## src/rtl/bwt_pkg.sv

```systemverilog
package bwt_pkg;
  typedef enum logic [0:0] {
    WATCH   = 1'b0,
    RECOVER = 1'b1
  } bwt_state_e;
endpackage

```

## src/rtl/bwt_rst_sync.sv

```systemverilog
module bwt_rst_sync (
  input  logic clk,
  input  logic rst_n,
  output logic rst_n_sync
);
  logic [1:0] sync_q;

  always_ff @(posedge clk or negedge rst_n) begin
    if (!rst_n) sync_q <= 2'b00;
    else        sync_q <= {sync_q[0], 1'b1};
  end

  assign rst_n_sync = sync_q[1];
endmodule

```

## src/rtl/bwt_counter.sv

```systemverilog
module bwt_counter #(
  parameter int W = 8
) (
  input  logic         clk,
  input  logic         rst_n,
  input  logic         clr,
  input  logic         inc,
  output logic [W-1:0] count
);
  localparam logic [W-1:0] ONE = W'(1);
  localparam logic [W-1:0] TOP = {W{1'b1}};

  logic [W-1:0] cnt_q;
  logic [W-1:0] cnt_d;
  logic         cnt_en;

  // Clearing wins over counting; the count saturates instead of wrapping.
  assign cnt_en = clr | (inc & (cnt_q != TOP));

  always_comb begin
    if (clr) cnt_d = '0;
    else     cnt_d = cnt_q + ONE;
  end

  always_ff @(posedge clk or negedge rst_n) begin
    if (!rst_n)      cnt_q <= '0;
    else if (cnt_en) cnt_q <= cnt_d;
  end

  assign count = cnt_q;
endmodule

```

## src/rtl/bwt_fsm.sv

```systemverilog
module bwt_fsm
  import bwt_pkg::*;
#(
  parameter int W = 8
) (
  input  logic         clk,
  input  logic         rst_n,
  input  logic         data_en,
  input  logic         rdy_in,
  input  logic         burst_last,
  input  logic [W-1:0] limit,
  input  logic [W-1:0] count,
  output logic         cnt_clr,
  output logic         cnt_inc,
  output logic         recovering
);
  localparam logic [W-1:0] ONE = W'(1);

  bwt_state_e state_q;
  bwt_state_e state_d;
  logic       waiting;
  logic       expired;
  logic       release_bus;

  assign waiting     = data_en & ~rdy_in;
  assign expired     = (limit != '0) & waiting & (count == (limit - ONE));
  assign release_bus = burst_last | ~data_en;

  always_comb begin
    state_d = state_q;
    cnt_clr = 1'b1;
    cnt_inc = 1'b0;
    unique case (state_q)
      WATCH: begin
        cnt_clr = ~waiting;
        cnt_inc = waiting;
        if (expired) state_d = RECOVER;
      end
      RECOVER: begin
        if (release_bus) state_d = WATCH;
      end
      default: state_d = WATCH;
    endcase
  end

  always_ff @(posedge clk or negedge rst_n) begin
    if (!rst_n) state_q <= WATCH;
    else        state_q <= state_d;
  end

  assign recovering = (state_q == RECOVER);
endmodule

```

## src/rtl/bus_watch_timer.sv

```systemverilog
module bus_watch_timer #(
  parameter int CNT_W = 8
) (
  input  logic             clk,
  input  logic             rst_n,
  input  logic             data_en,
  input  logic             rdy_in,
  input  logic             burst_last,
  input  logic [CNT_W-1:0] limit,
  output logic             bus_err,
  output logic             force_rdy
);
  logic             rst_n_sync;
  logic             cnt_clr;
  logic             cnt_inc;
  logic             recovering;
  logic [CNT_W-1:0] count;

  bwt_rst_sync u_rst (
    .clk        (clk),
    .rst_n      (rst_n),
    .rst_n_sync (rst_n_sync)
  );

  bwt_counter #(.W(CNT_W)) u_cnt (
    .clk   (clk),
    .rst_n (rst_n_sync),
    .clr   (cnt_clr),
    .inc   (cnt_inc),
    .count (count)
  );

  bwt_fsm #(.W(CNT_W)) u_fsm (
    .clk        (clk),
    .rst_n      (rst_n_sync),
    .data_en    (data_en),
    .rdy_in     (rdy_in),
    .burst_last (burst_last),
    .limit      (limit),
    .count      (count),
    .cnt_clr    (cnt_clr),
    .cnt_inc    (cnt_inc),
    .recovering (recovering)
  );

  assign bus_err   = recovering;
  assign force_rdy = recovering;
endmodule

```

## config.mk

```make
export PLATFORM = sky130hd
export DESIGN_NAME = bus_watch_timer
export DESIGN_NICKNAME = d
export VERILOG_FILES = /design/src/rtl/bwt_pkg.sv /design/src/rtl/bwt_rst_sync.sv /design/src/rtl/bwt_counter.sv /design/src/rtl/bwt_fsm.sv /design/src/rtl/bus_watch_timer.sv
export SDC_FILE = /design/constraint.sdc
export NUM_CORES = 1
export LEC_CHECK = 0
export ABC_AREA = 0
export BUFFER_PORTS_ARGS = -buffer_cell sky130_fd_sc_hd__buf_2
export CORE_AREA = 2 2 47 49
export CTS_CLUSTER_SIZE = 30
export DETAILED_ROUTE_END_ITERATION = 6
export DIE_AREA = 0 0 49 51
export PLACE_DENSITY_LB_ADDON = 0.12
export SLEW_MARGIN = 40
export SYNTH_ARGS = -nofsm -noshare
export SYNTH_HDL_FRONTEND = slang
export SYNTH_SLANG_ARGS = --single-unit
```

## constraint.sdc

```tcl
create_clock -name clk -period 1.25 [get_ports clk]
set_input_delay 0.125 -clock clk [delete_from_list [all_inputs] [get_ports clk]]
set_output_delay 0.125 -clock clk [all_outputs]
set_load 0.1 [all_outputs]
```

==> impl_results.rst <==
.. list-table::
   :header-rows: 1

   * - Metric
     - Value
   * - Capturing element type of the critical path
     - flop
   * - Cell Rows
     - 17
   * - Sinks on the clock net
     - 11
   * - Largest area contributor in the synthesized netlist
     - sky130_fd_sc_hd__dfrtp_1
   * - Drt first pass iters
     - 4
   * - Initial antenna violation count
     - 0
   * - Global-route wire length before repair
     - 3.070 mm
   * - Count of maximum capacitance violations
     - 0
   * - Total of buffers placed on input and output ports
     - 14
   * - Worst Slack Setup Final
     - -0.2430 ns
   * - Largest net degree at the start of global routing
     - 10
   * - Ratio of final minimum period to clock period
     - 119.4%
   * - Routability-driven placement congestion ratio
     - 0.7493
   * - Setup CP Type
     - flop to flop
   * - Asr flop ratio synth
     - 100.0%
   * - Layout Skew
     - 0.007416 ns
   * - Width of the die
     - 49 um
   * - Layout cells sized above 1
     - 46.67%
   * - NumNets Final
     - 137
   * - Sw Pwr
     - 190.4 uW
   * - Gate power share
     - 19.1%
   * - Most frequent standard cell in the layout excluding fill and tap cells
     - sky130_fd_sc_hd__buf_4
   * - Number of nets produced by synthesis
     - 98
   * - Boundary Pins
     - 15
   * - Ranking of synthesized cells by area
     - sky130_fd_sc_hd__dfrtp_1 36%, sky130_fd_sc_hd__xnor2_1 10%, sky130_fd_sc_hd__ha_1 4.9%
   * - Yosys warning total
     - 0
   * - Antenna diode count
     - 0
   * - Clock share of power
     - 31.7%
   * - Kind of launch point of the worst setup path
     - flop
   * - CTS tree
     - yes
   * - Core outline area
     - 2063 sq um
   * - Leakage
     - 0.0005162 uW
   * - Max Clock Freq
     - 669.8 MHz
   * - Post-Route Setup TNS
     - -0.9090 ns
   * - Overall die height
     - 51 um
   * - Die footprint
     - 2499 sq um
   * - Arrival time reported for the critical path endpoint
     - 1.70 ns
   * - P per Cell Area
     - 649.0 nW/um^2
   * - Netlist Area Pre-Place
     - 769.5 sq um
   * - Number of standard cells in the final layout excluding fillers
     - 148
   * - Share of Yosys cell area claimed by the top area cell type
     - 35.77%
   * - Result of the run
     - finished with violations
   * - Clock-pin transition on the worst setup and hold timing paths
     - 0.07 ns
   * - Dpl cells
     - 141
   * - Vias in the first global route
     - 749
   * - Source-to-sink clock delay at the later pin of the worst-skew pair
     - 0.27 ns
   * - Via count
     - 731
   * - Number of remaining DRC errors
     - 0
   * - Area growth, synth to finish
     - 50.89%
   * - Commonest non-fill, non-tap cells in the layout
     - 18 x sky130_fd_sc_hd__buf_4, 12 x sky130_fd_sc_hd__buf_2, 10 x sky130_fd_sc_hd__nor2_1, 10 x sky130_fd_sc_hd__dfrtp_1, 8 x sky130_fd_sc_hd__xnor2_1
   * - DR vias/cell
     - 4.939
   * - Total wirelength of the detailed-routed design
     - 1.831 mm
   * - Number of register bits inferred by synthesis
     - 11
   * - Average cell area after synthesis
     - 9.384 sq um
   * - Data required time at the worst endpoint
     - 1.46 ns
   * - Unique cell type count in the Yosys netlist
     - 30
   * - Overflow left after global routing
     - 0
   * - Buffers from clock root to sink, at most
     - 2
   * - Combined global-route utilization of all metal layers
     - 16.02%
   * - Hold crit path type
     - flop to async pin
   * - Mapped Cells
     - 82
   * - Violations in the final reports
     - setup timing
   * - Seq/Total Area, Yosys
     - 35.77%
   * - Post-synth EDFFs
     - 0
   * - Antenna Violating Nets Remaining
     - 0
   * - Starting density of the core
     - 37.30%
   * - Hold Slack
     - 0.1546 ns
   * - Maximum fanout count along the critical path
     - 2
   * - RSZ-0062 raised after global routing
     - yes
   * - Cell chosen for the clock root
     - sky130_fd_sc_hd__clkbuf_4
   * - Largest voltage drop on the vdd net
     - 593.0 uV
   * - Final Hold Violating Endpoints
     - 0
   * - Switching Fraction
     - 25.26%
   * - Clock period minus worst slack
     - 1.493 ns
   * - Total number of H-tree levels
     - 1
   * - Number of DRC markers in iteration 0
     - 9
   * - Share of total power in sequential cells
     - 49.2%
   * - Clock buffer count from CTS
     - 3
   * - Final HPWL DP
     - 1.457 mm
   * - Internal power
     - 563.2 uW
   * - Post-layout utilization of the core
     - 56.28%
   * - Number of pins with negative max-slew slack in the final report
     - 0
   * - Flip-flop cell with the highest count after synthesis
     - sky130_fd_sc_hd__dfrtp_1
   * - Mean routed wirelength per cell
     - 12.37 um
   * - # setup viols final
     - 9
[critical path: stages, from the launching register on]
cell,delay (ns)
sky130_fd_sc_hd__dfrtp_4,0.49
sky130_fd_sc_hd__nor3b_4,0.23
sky130_fd_sc_hd__o211ai_1,0.12
sky130_fd_sc_hd__a2111oi_2,0.24
sky130_fd_sc_hd__a31o_1,0.20
sky130_fd_sc_hd__o311a_1,0.15
[path summary, 6_finish.rpt]
| kind | from | to | slack (ns) | cells after the start |
|---|---|---|---|---|
| max in group asynchronous | u_rst.sync_q[1]$_DFF_PN0_ | u_fsm.recovering$_DFF_PN0_ | 0.79 | 0 |
| hold reg to reg | u_rst.sync_q[1]$_DFF_PN0_ | u_cnt.count[5]$_DFFE_PN0P_ | 0.15 | 0 |
| hold / removal | u_rst.sync_q[1]$_DFF_PN0_ | u_cnt.count[5]$_DFFE_PN0P_ | 0.15 | 0 |
| setup / recovery | u_fsm.recovering$_DFF_PN0_ | u_fsm.recovering$_DFF_PN0_ | -0.24 | 5 |
| setup reg to reg | u_fsm.recovering$_DFF_PN0_ | u_fsm.recovering$_DFF_PN0_ | -0.24 | 5 |
| min in group clk | data_en | u_cnt.count[7]$_DFFE_PN0P_ | 0.22 | 3 |
[state kept, by name, summed over array words and instances, names as in the netlist]
| register | cells |
|---|---|
| u_cnt.count | 8 |
| u_rst.sync_q | 2 |
| u_fsm.recovering | 1 |
[metrics by stage]
stage                     total power [uW]  setup WS [ns]  area, sq um
after floorplan                      443.7        -0.3401        787.0
after global placement               513.3        -0.2728         1050
after detailed placement             516.5        -0.3495         1050
after CTS                            761.3        -0.2469         1134
after global routing                 795.6        -0.3091         1161
final                                753.6        -0.2430         1161
[cell usage after synthesis, types with 2 or more instances]
library cell and instances:
sky130_fd_sc_hd__nor3b_2 2, sky130_fd_sc_hd__nor3_2 2, sky130_fd_sc_hd__and2_1 2, sky130_fd_sc_hd__inv_1 4, sky130_fd_sc_hd__a31oi_1 4, sky130_fd_sc_hd__o21ai_0 6, sky130_fd_sc_hd__nor3_1 2, sky130_fd_sc_hd__dfrtp_1 11
sky130_fd_sc_hd__nand3b_1 2, sky130_fd_sc_hd__nor2_1 10, sky130_fd_sc_hd__xor2_1 3, sky130_fd_sc_hd__and3_1 3, sky130_fd_sc_hd__nand2_1 4, sky130_fd_sc_hd__xnor2_1 9, sky130_fd_sc_hd__ha_1 3
[layer usage]
metal | up-vias | part of all wire (%) | global-route usage (%)
met4 | 0 | 0.66 | 5.238
met3 | 2 | 3.3 | 4.678
met2 | 13 | 52 | 28.08
met1 | 351 | 44 | 18.83
met5 | - | 0 | 0
li1 | 365 | - | -
[cell families (layout without fill, tap and decap cells)]
logic type               count (synthesis)  in the layout  share of synthesized area [%]
AND/OR/NAND/NOR                         32             32                          25.69
flip-flops                              11             11                          35.77
buffers and inverters                    5             43                          2.927
adder cells (fa/ha/maj)                  3              3                          4.879
multiplexers                             1              1                          1.301
AO/OA/AOI/OAI                           17             17                          15.28
XOR/XNOR                                12             12                          13.66
other                                    1              1                         0.4873
[cell type report]
class	instances	area (sq um)
flip-flops and latches	11	279.0
well taps	28	35.03
inverters	4	15.01
multi-input cells	66	538.0
repair buffers	35	267.8
fillers	192	902.1
clock buffers	4	26.28
[power groups by stage]
stage,sequential (uW),combinational [uW],clock (uW)
6_report,371,144,239
5_1_grt,373,159,264
4_1_cts,371,144,246
3_5_place_dp,378,138,0
3_3_place_gp,378,135,0
2_1_floorplan,378,66.2,0
[repair_timing]
action	4_1_cts	5_1_grt
pin swaps	11	7
gates resized for setup	9	5
hold endpoints to repair	2	0
buffers inserted	2	0
endpoints found under the setup margin	9	9
hold buffers	1	0
(Power assumes the default switching activity.)
